[src/rtl/cdr_src_sup.sv]
module cdr_src_sup #(
  parameter int RUN_LIMIT = 60,
  parameter int QUAL_LEN  = 60
) (
  input  logic clk,
  input  logic rst_n,
  input  logic ser_bit,
  input  logic lvl_ok,
  input  logic rng_ok,
  input  logic det_en,
  input  logic use_data,
  output logic lock_data,
  output logic link_fault_n
);
  localparam int RW = $clog2(RUN_LIMIT + 1);
  localparam int QW = $clog2(QUAL_LEN + 1);

  logic [1:0]    lvl_sy, rng_sy;
  logic          lvl_s, rng_s;
  logic          prev_bit;
  logic [RW-1:0] run_cnt;
  logic          dens_bad;
  logic          checks_ok;
  logic [QW-1:0] qual_cnt;
  logic          lock_q;

  // two-flop synchronisers
  always_ff @(posedge clk or negedge rst_n)
    if (!rst_n) begin
      lvl_sy <= '0;
      rng_sy <= '0;
    end else begin
      lvl_sy <= {lvl_sy[0], lvl_ok};
      rng_sy <= {rng_sy[0], rng_ok};
    end

  assign lvl_s = lvl_sy[1];
  assign rng_s = rng_sy[1];

  // run-length counter, saturating at RUN_LIMIT
  always_ff @(posedge clk or negedge rst_n)
    if (!rst_n) begin
      prev_bit <= 1'b0;
      run_cnt  <= '0;
    end else begin
      prev_bit <= ser_bit;
      if (ser_bit != prev_bit)
        run_cnt <= '0;
      else if (run_cnt != RW'(RUN_LIMIT))
        run_cnt <= run_cnt + 1'b1;
    end

  assign dens_bad  = (run_cnt == RW'(RUN_LIMIT));
  assign checks_ok = det_en ? (lvl_s & rng_s & ~dens_bad) : rng_s;

  // qualification window and lock register
  always_ff @(posedge clk or negedge rst_n)
    if (!rst_n) begin
      qual_cnt <= '0;
      lock_q   <= 1'b0;
    end else if (!use_data || !checks_ok) begin
      qual_cnt <= '0;
      lock_q   <= 1'b0;
    end else if (!lock_q) begin
      if (qual_cnt == QW'(QUAL_LEN - 1))
        lock_q <= 1'b1;
      else
        qual_cnt <= qual_cnt + 1'b1;
    end

  assign lock_data    = lock_q & use_data;
  assign link_fault_n = lock_data;


  dens_drop_chk: assert property (@(posedge clk) disable iff (!rst_n)
    (det_en && dens_bad) |=> !lock_q);

  run_clear_chk: assert property (@(posedge clk) disable iff (!rst_n)
    (ser_bit != prev_bit) |=> (run_cnt == '0));

  lvl_drop_chk: assert property (@(posedge clk) disable iff (!rst_n)
    (det_en && !lvl_s) |=> !lock_q);

  rng_drop_chk: assert property (@(posedge clk) disable iff (!rst_n)
    !rng_s |=> !lock_q);

  force_ref_chk: assert property (@(posedge clk) disable iff (!rst_n)
    !use_data |=> !lock_q);

  qual_done_chk: assert property (@(posedge clk) disable iff (!rst_n)
    $rose(lock_q) |-> $past(qual_cnt == QW'(QUAL_LEN - 1)));

  fault_pol_chk: assert property (@(posedge clk) disable iff (!rst_n)
    link_fault_n |-> (lock_q && use_data));
endmodule

[config.mk]
export PLATFORM = sky130hd
export DESIGN_NAME = cdr_src_sup
export DESIGN_NICKNAME = d
export VERILOG_FILES = /design/src/rtl/cdr_src_sup.sv
export SDC_FILE = /design/constraint.sdc
export NUM_CORES = 1
export LEC_CHECK = 0
export BUFFER_PORTS_ARGS = -buffer_cell sky130_fd_sc_hd__buf_4
export CAP_MARGIN = 10
export CORE_AREA = 2 2 54 56
export CTS_CLUSTER_SIZE = 25
export DETAILED_ROUTE_END_ITERATION = 6
export DIE_AREA = 0 0 56 58
export PLACE_DENSITY_LB_ADDON = 0.08
export SLEW_MARGIN = 20
export SYNTH_ARGS = -nofsm -noshare
export SYNTH_HDL_FRONTEND = slang
export SYNTH_SLANG_ARGS = --single-unit
[constraint.sdc]
create_clock -name clk -period 4 [get_ports clk]
set_input_delay 0.8 -clock clk [delete_from_list [all_inputs] [get_ports clk]]
set_output_delay 0.8 -clock clk [all_outputs]
set_load 0.03 [all_outputs]
# Word level (Yosys, flattened, before mapping)
# Cells that the tools add are included.
op_classes:
  n_eq_ne: 6
  bitwise: 4
  addsub: 2
  n_mux: 9
  reduce_logical: 5
op_table:
  columns: ["op", "count"]
  rows:
  - ["2-to-1 mux 6 bit", 5]
  - ["adder 6 x 1 -> 6 bit (second input constant)", 2]
  - ["== test 6 bit (second input constant)", 2]
  - ["inequality test 6 bit (second input constant)", 1]
  - ["2-to-1 mux 1 bit", 4]
  - ["bitwise AND 1 bit", 3]
  - ["logical NOT 1 bit", 2]
  - ["inequality test 2 x 1 -> 1 bit (second input constant)", 1]
  - ["inequality test 2 bit (second input constant)", 1]
  - ["AND reduction 2 bit", 1]
  - ["nonzero test 2 bit", 1]
  - ["logical OR 1 bit", 1]
  - ["inequality test 1 bit", 1]
  - ["inverter 1 bit", 1]
word_totals:
  elab_cells: 32
  reg_bits: 18
  inputBits: 7

# Longest topological paths before layout
# Gate-level depths: netlist of run 1.
depth:
  depth_word: 8
  mapped_depth: 5
  ltp_nobuf: 5

# Worst setup path before layout of run 1
# No wires, ideal clock.
synth_path:
  path_kind: "input to output"
  startpoint: "input use_data"
  endpoint: "output lock_data"
  stages: 2
  t_arrival_ns: 1.319
  required_time_ns: 3.200
  slack_ns: 1.881
  cell_sequence: "and2_1 > buf_4"
synth_via:
  elab_chain_cells: 1
synth_rtl:
  columns: ["item", "line", "source"]
  rows:
  - ["start, declared", "11", "input logic use_data,"]
  - ["bitwise AND 1 bit", "71", "assign lock_data = lock_q & use_data;"]
  - ["end, declared", "12", "output logic lock_data,"]
# No other way between the ends.

# Worst setup path in the final report of run 1
# Ends and elaborated chain as after synthesis.

==> impl_metrics.env, run 1 <==
export IMPL_period_share_pct=50.3
export IMPL_synthAdderAreaFrac_pct=4.21
export IMPL_grt_first_pass_wirelength_um=2970
export IMPL_maxSlewViolCount=0
export IMPL_fp_dieH_um=58
export IMPL_die_area_um2=3250
export IMPL_synth_distinct_cells=25
export IMPL_synth_top_area_cell="dfrtp_1"
export IMPL_cp_start_kind="input port"
export IMPL_track_usage_pct=11.8
export IMPL_ant_nets=0
export IMPL_min_path_type="input port to async pin"
export IMPL_synth_mux_area_share_pct=0
export IMPL_synth_net_count=92
export IMPL_synthArstFlopShare_pct=100
export IMPL_reg2reg_slack_ns=2.41
export IMPL_crit_chain="buf_4, and2_1, buf_4"
export IMPL_finalHoldViolCount=0
export IMPL_cts_htree_levels=1
export IMPL_synth_top_cell_area_share_pct=50.5
export IMPL_clkLatencyLatePin_ns=0.29
export IMPL_place_ws_ns=1.99
export IMPL_synth_compound_area_share_pct=18.9
export IMPL_synthFlopType="dfrtp_1"
export IMPL_worstMarginPinSlew_ns=0.562
export IMPL_cts_hold_buffers=0
export IMPL_cts_root_buffer="clkbuf_4"
export IMPL_powerDensity_nw_per_um2=332
export IMPL_cts_buffer_depth=2
export IMPL_grt_max_degree=19
export IMPL_drtPass1Iterations=4
export IMPL_n_antenna_cell=0
export IMPL_tns_ns=0
export IMPL_finalWorstSetupSlack_ns=1.99
export IMPL_cts_sinks=18
export IMPL_viasPerCell=5.38
export IMPL_crit_path_end_kind="primary output"
export IMPL_cts_buffers=3
export IMPL_synthTopCellsByArea="dfrtp_1 50%, ha_1 4.2%, a221oi_1 3.9%"
export IMPL_post_drt_wl_per_cell_um=13.2
export IMPL_synth_edf_count=0
export IMPL_r2r_end="qual_cnt[4]"
export IMPL_p_leak_nw=0.452
export IMPL_cp_buffers_inverters=2
export IMPL_vias=667
export IMPL_critPathKind="input port to primary output"
export IMPL_synth_top_family_by_area="simple AND/OR/NAND/NOR gates"
export IMPL_reg2reg_depth=4
export IMPL_remaining_drc_errors=0
export IMPL_crit_slowest_cell="buf_4"
export IMPL_yosysSeqAreaShare_pct=50.5
export IMPL_rsz0062_at_grt="false"
export IMPL_core_um2=2660
export IMPL_yosys_warnings=0
export IMPL_synth_simple_area_share_pct=20.3
export IMPL_antenna_found_initial=0
export IMPL_portBuffers=8
export IMPL_syn_inst=82
export IMPL_max_freq_ghz=0.497
export IMPL_synthesis_area_um2=892
export IMPL_die_x_um=56
export IMPL_grt_overflow_total=0
export IMPL_critPathMaxFanout=2
export IMPL_peakVddDrop_mv=0.258
export IMPL_final_min_clock_period_ns=2.01
export IMPL_status="completed"
export IMPL_avgSynthCellArea_um2=10.9
export IMPL_setup_violations=0
export IMPL_io_pins=9
export IMPL_worstReg2RegStart="qual_cnt[0]"
export IMPL_synth_seq_cells=18
export IMPL_nFillCells=279
export IMPL_fin_util_pct=38.3
export IMPL_grtUsageMet2_pct=18.0
export IMPL_drt_total_wl_um=1630
export IMPL_worst_ep_required_time_ns=3.20
export IMPL_row_count=19
export IMPL_nets=104
export IMPL_drt_iter0_drc=14
export IMPL_slew_headroom_pct=62.3
export IMPL_clock_skew_ns=0.00960
export IMPL_cts_tree="done"
export IMPL_globalRoute_busiestLayer="met2"
export IMPL_clkTransAtPathRegs_ns=0.11
export IMPL_gp_congestion=0.737
export IMPL_area_delta_synth_final_pct=14.3
export IMPL_hpwl_um=1220
export IMPL_drive_gt1_share_pct=18.3
export IMPL_crit_path_frequent_cell="buf_4"
export IMPL_synthXorXnorAreaFrac_pct=3.93
export IMPL_max_cap_viol_count=0
export IMPL_synth_most_common_cell="dfrtp_1"
export IMPL_gr_usage_met3_pct=4.91
export IMPL_cp_data_arrival_time_ns=1.21
export IMPL_cts_resized=0
export IMPL_grt_pass1_vias=667
export IMPL_path_delay_family="buffers and inverters"
export IMPL_cts_setup_buffers=0
export IMPL_grt_use_met1_pct=15.5
export IMPL_critical_path_max_stage_delay_ns=0.17
export IMPL_initial_core_util_pct=33.5
export IMPL_netlist_top_cells_count="18 x dfrtp_1, 7 x nand2_1, 7 x o21ai_0"
-- per-stage QoR --
stage / cell area (µm²) / std cells / total power, mW / hold slack (ns)
2_1_floorplan: 892 / 82 / 0.217 / 0.331
3_3_place_gp: 983 / 120 / 0.232 / 0.337
3_5_place_dp: 983 / 120 / 0.232 / 0.341
4_1_cts: 1020 / 124 / 0.346 / 0.349
5_1_grt: 1020 / 124 / 0.361 / 0.346
6_report: 1020 / 124 / 0.338 / 0.351
-- layout by cell type (no fill, tap or decap), types with 2 or more instances in the layout --
| master | instances |
|---|---|
| nand3_1 | 6 |
| a21oi_1 | 4 |
| nand2_1 | 7 |
| xor2_1 | 4 |
| a221oi_1 | 4 |
| inv_1 | 3 |
| clkbuf_4 | 3 |
| or3_1 | 4 |
| dfrtp_1 | 18 |
| a211oi_1 | 2 |
| a41oi_1 | 2 |
| and2_1 | 4 |
| o21ai_0 | 7 |
| buf_4 | 8 |
| ha_1 | 3 |
| a31oi_1 | 3 |
-- power breakdown --
| group | total, mW | switching, mW | internal (mW) |
|---|---|---|---|
| registers | 0.198 | 0.00839 | 0.190 |
| clock network | 0.111 | 0.0554 | 0.0555 |
| logic | 0.0292 | 0.0170 | 0.0123 |
| total | 0.338 | 0.0807 | 0.258 |
-- final cells by class --
cell class	instances	area, µm²	area share (%)
well taps	31	38.8	3.80
flip-flops and latches	18	450	44.2
clock buffers	4	36.3	3.56
multi-input cells	60	423	41.5
repair buffers	8	60.1	5.89
inverters	3	11.3	1.10
-- sequential cells by signal, summed over array words and instances (netlist names) --
name      flops
lvl_sy        2
prev_bit      1
run_cnt       6
qual_cnt      6
lock_q        1
rng_sy        2
-- worst max path at each step --
stage                   endpoint  cells past startpoint  startpoint  slack, ns
detailed placement     lock_data                      3    use_data       1.99
floorplan              lock_data                      2    use_data       1.88
global route           lock_data                      3    use_data       1.97
CTS                    lock_data                      3    use_data       1.99
finish                 lock_data                      3    use_data       1.99
global placement    link_fault_n                      3    use_data       1.99
-- cells by family (layout without fill, tap and decap cells) --
group	after synthesis	count (layout)
buffers and inverters	4	15
adders and majority gates	3	3
AOI/OAI and AO/OA	25	25
xor gates and xnor gates	4	4
DFF	18	18
and+or+nand+nor	28	28
-- per-layer routing --
layer	wire length (µm)	share of wire, %
met5	0	0
met4	16	0.98
met3	89	5.5
met2	737	45
met1	790	48
No activity file was read; power rests on OpenSTA's default activity.
==> run 2: changes to the inputs <==
--- a/config.mk
+++ b/config.mk
@@ -5,12 +5,13 @@
 export SDC_FILE = /design/constraint.sdc
 export NUM_CORES = 1
 export LEC_CHECK = 0
+export ABC_AREA = 1
 export BUFFER_PORTS_ARGS = -buffer_cell sky130_fd_sc_hd__buf_4
 export CAP_MARGIN = 10
-export CORE_AREA = 2 2 54 56
+export CORE_AREA = 2 2 55 57
 export CTS_CLUSTER_SIZE = 25
 export DETAILED_ROUTE_END_ITERATION = 6
-export DIE_AREA = 0 0 56 58
+export DIE_AREA = 0 0 57 59
 export PLACE_DENSITY_LB_ADDON = 0.08
 export SLEW_MARGIN = 20
 export SYNTH_ARGS = -nofsm -noshare
==> constraint.sdc (replaced) <==
create_clock -name clk -period 1.9 [get_ports clk]
set_input_delay 0.38 -clock clk [delete_from_list [all_inputs] [get_ports clk]]
set_output_delay 0.38 -clock clk [all_outputs]
set_load 0.03 [all_outputs]
==> run 2 against run 1 <==
Non-clock buffer count is 1 higher. Cell count rose by 16%. Clock skew decreased by 0.0042 ns.
==> impl_metrics.env, run 2 <==
export IMPL_status="completed"
export IMPL_crit_chain="nand2_1, inv_1, buf_4"
export IMPL_fp_dieH_um=59
export IMPL_synth_distinct_cells=25
export IMPL_nFillCells=298
export IMPL_portBuffers=8
export IMPL_remaining_drc_errors=0
export IMPL_critical_path_max_stage_delay_ns=0.45
export IMPL_powerDensity_nw_per_um2=689
export IMPL_yosysSeqAreaShare_pct=48.8
export IMPL_cts_sinks=18
export IMPL_peakVddDrop_mv=0.448
export IMPL_rsz0062_at_grt="false"
export IMPL_antenna_found_initial=0
export IMPL_setup_violations=0
export IMPL_syn_inst=101
export IMPL_synthesis_area_um2=923
export IMPL_drive_gt1_share_pct=27.4
export IMPL_post_drt_wl_per_cell_um=11.6
export IMPL_synth_seq_cells=18
export IMPL_vias=663
export IMPL_core_um2=2710
export IMPL_reg_largest_list="qual_cnt x6, run_cnt x6"
export IMPL_row_count=19
export IMPL_nets=124
export IMPL_cts_resized=0
export IMPL_layout_common_cells="18 x dfrtp_1, 17 x nand2_1, 12 x inv_1, 12 x nand3_1, 8 x buf_4"
export IMPL_synthArstFlopShare_pct=100
export IMPL_cts_tree="done"
export IMPL_synth_most_common_cell="dfrtp_1"
export IMPL_drt_total_wl_um=1680
export IMPL_p_leak_nw=0.495
export IMPL_min_path_type="input port to flip-flop"
export IMPL_synth_edf_count=0
export IMPL_final_common_cell="dfrtp_1"
export IMPL_clock_skew_ns=0.00544
export IMPL_critPathMaxFanout=3
export IMPL_yosys_warnings=0
export IMPL_avgSynthCellArea_um2=9.14
export IMPL_synth_top_area_cell="dfrtp_1"
export IMPL_n_antenna_cell=0
export IMPL_io_pins=9
export IMPL_clkTransAtPathRegs_ns=0.11
export IMPL_synthTopCellsByArea="dfrtp_1 49%, nand2_1 6.9%, nand3_1 6.5%"
export IMPL_die_x_um=57
export IMPL_hpwl_um=1200
export IMPL_worstMarginPinSlew_ns=0.339
export IMPL_crit_slowest_cell="dfrtp_1"
export IMPL_grt_first_pass_wirelength_um=2990
export IMPL_cts_buffers=3
export IMPL_grt_max_degree=19
export IMPL_max_cap_viol_count=0
export IMPL_synthFlopType="dfrtp_1"
export IMPL_cts_buffer_depth=2
export IMPL_ant_nets=0
export IMPL_viasPerCell=4.60
export IMPL_cp_start_kind="flip-flop"
export IMPL_grt_pass1_vias=663
export IMPL_maxSlewViolCount=0
export IMPL_die_area_um2=3360
export IMPL_area_delta_synth_final_pct=14.9
export IMPL_final_min_clock_period_ns=1.43
export IMPL_synth_net_count=111
export IMPL_initial_core_util_pct=34.1
export IMPL_total_power_uw=731
export IMPL_synth_top_cell_area_share_pct=48.8
export IMPL_cts_root_buffer="clkbuf_4"
export IMPL_drt_iter0_drc=3
export IMPL_period_share_pct=75.2
export IMPL_gp_congestion=0.746
export IMPL_max_freq_ghz=0.700
export IMPL_track_usage_pct=11.7
export IMPL_worst_ep_required_time_ns=1.52
export IMPL_critPathKind="flip-flop to primary output"
export IMPL_netlist_top_cells_count="18 x dfrtp_1, 17 x nand2_1, 12 x inv_1, 12 x nand3_1, 6 x nor2_1"
export IMPL_finalHoldViolCount=0
export IMPL_tns_ns=0
export IMPL_drtPass1Iterations=3
export IMPL_clkLatencyLatePin_ns=0.30
export IMPL_cp_data_arrival_time_ns=1.05
export IMPL_cts_htree_levels=1
export IMPL_crit_path_end_kind="primary output"
export IMPL_slew_headroom_pct=77.3
export IMPL_grt_overflow_total=0
==> run 2: cell types whose count changed after synthesis, moves of 3 or more <==
cell and delta:
a221oi_1 -4, and2_1 -4, inv_1 +9, inv_2 +3, nand2_1 +10, nand2_2 +5
nand3_1 +6, nor2_1 +5, o21ai_0 -5, or3_1 -4, xor2_1 -3
==> run 2: what timing repair did <==
action / CTS / global route
hold buffers: 1 / 0
setup buffers: 0 / 0
endpoints found under the hold margin: 18 / 0
==> run 2: layout make-up <==
cell class	instances	area (µm²)	share of cell area, %
flip-flops and latches	18	450	42.5
well taps	31	38.8	3.66
repair buffers	9	70.1	6.60
multi-input cells	67	409	38.6
clock buffers	4	36.3	3.42
inverters	15	56.3	5.31
==> run 2: kinds of logic (layout without fill, tap and decap cells) <==
group | after synthesis | count (layout) | share of synthesized area [%]
buffers and inverters | 16 | 28 | 6.91
flip-flops | 18 | 18 | 48.8
AO/OA/AOI/OAI | 10 | 10 | 6.50
XOR/XNOR | 3 | 3 | 3.66
AND/OR/NAND/NOR | 51 | 51 | 30.1
adder cells (fa/ha/maj) | 3 | 3 | 4.07
==> run 2: power by group <==
part | switching (mW) | internal (mW) | leakage, nW
logic | 0.0398 | 0.0307 | 0.237
clock network | 0.126 | 0.117 | 0.0210
registers | 0.0174 | 0.400 | 0.237
total | 0.184 | 0.547 | 0.495
==> run 2: worst max-delay path: cells and delay by family (launching register included) <==
| kind | cells | cell delay, ns |
|---|---|---|
| flops | 1 | 0.45 |
| buf+inv | 2 | 0.21 |
| simple gates | 1 | 0.09 |
==> run 2: stage by stage <==
stage          cell area [µm²]  util, %  instances  worst slack (ns)  hold slack (ns)
5_1_grt                   1060     39.2        144             0.394            0.158
6_report                  1060     39.2        144             0.471            0.179
3_5_place_dp              1010     37.4        139             0.602            0.272
2_1_floorplan              923        -        101             0.670           0.0844
3_3_place_gp              1010     37.4        139             0.599            0.270
4_1_cts                   1060     39.2        144             0.451            0.167
==> run 2: worst paths after layout <==
kind	start	endpoint	slack [ns]	cells past startpoint
max in group asynchronous	rst_n	run_cnt[0]	1.22	2
hold / removal	lvl_ok	lvl_sy[0]	0.18	1
min in group asynchronous	rst_n	qual_cnt[4]	0.48	2
setup reg to reg	run_cnt[0]	qual_cnt[0]	0.58	7
hold reg to reg	lvl_sy[0]	lvl_sy[1]	0.36	0
setup / recovery	lock_q	link_fault_n	0.47	3
==> run 2: metal layers <==
metal,GRT usage [%],vias to the layer above,wire length (µm)
met5,0,-,0
met4,4.98,0,29
met3,2.62,4,48
met2,18.1,11,727
met1,16.0,299,870
li1,-,349,-
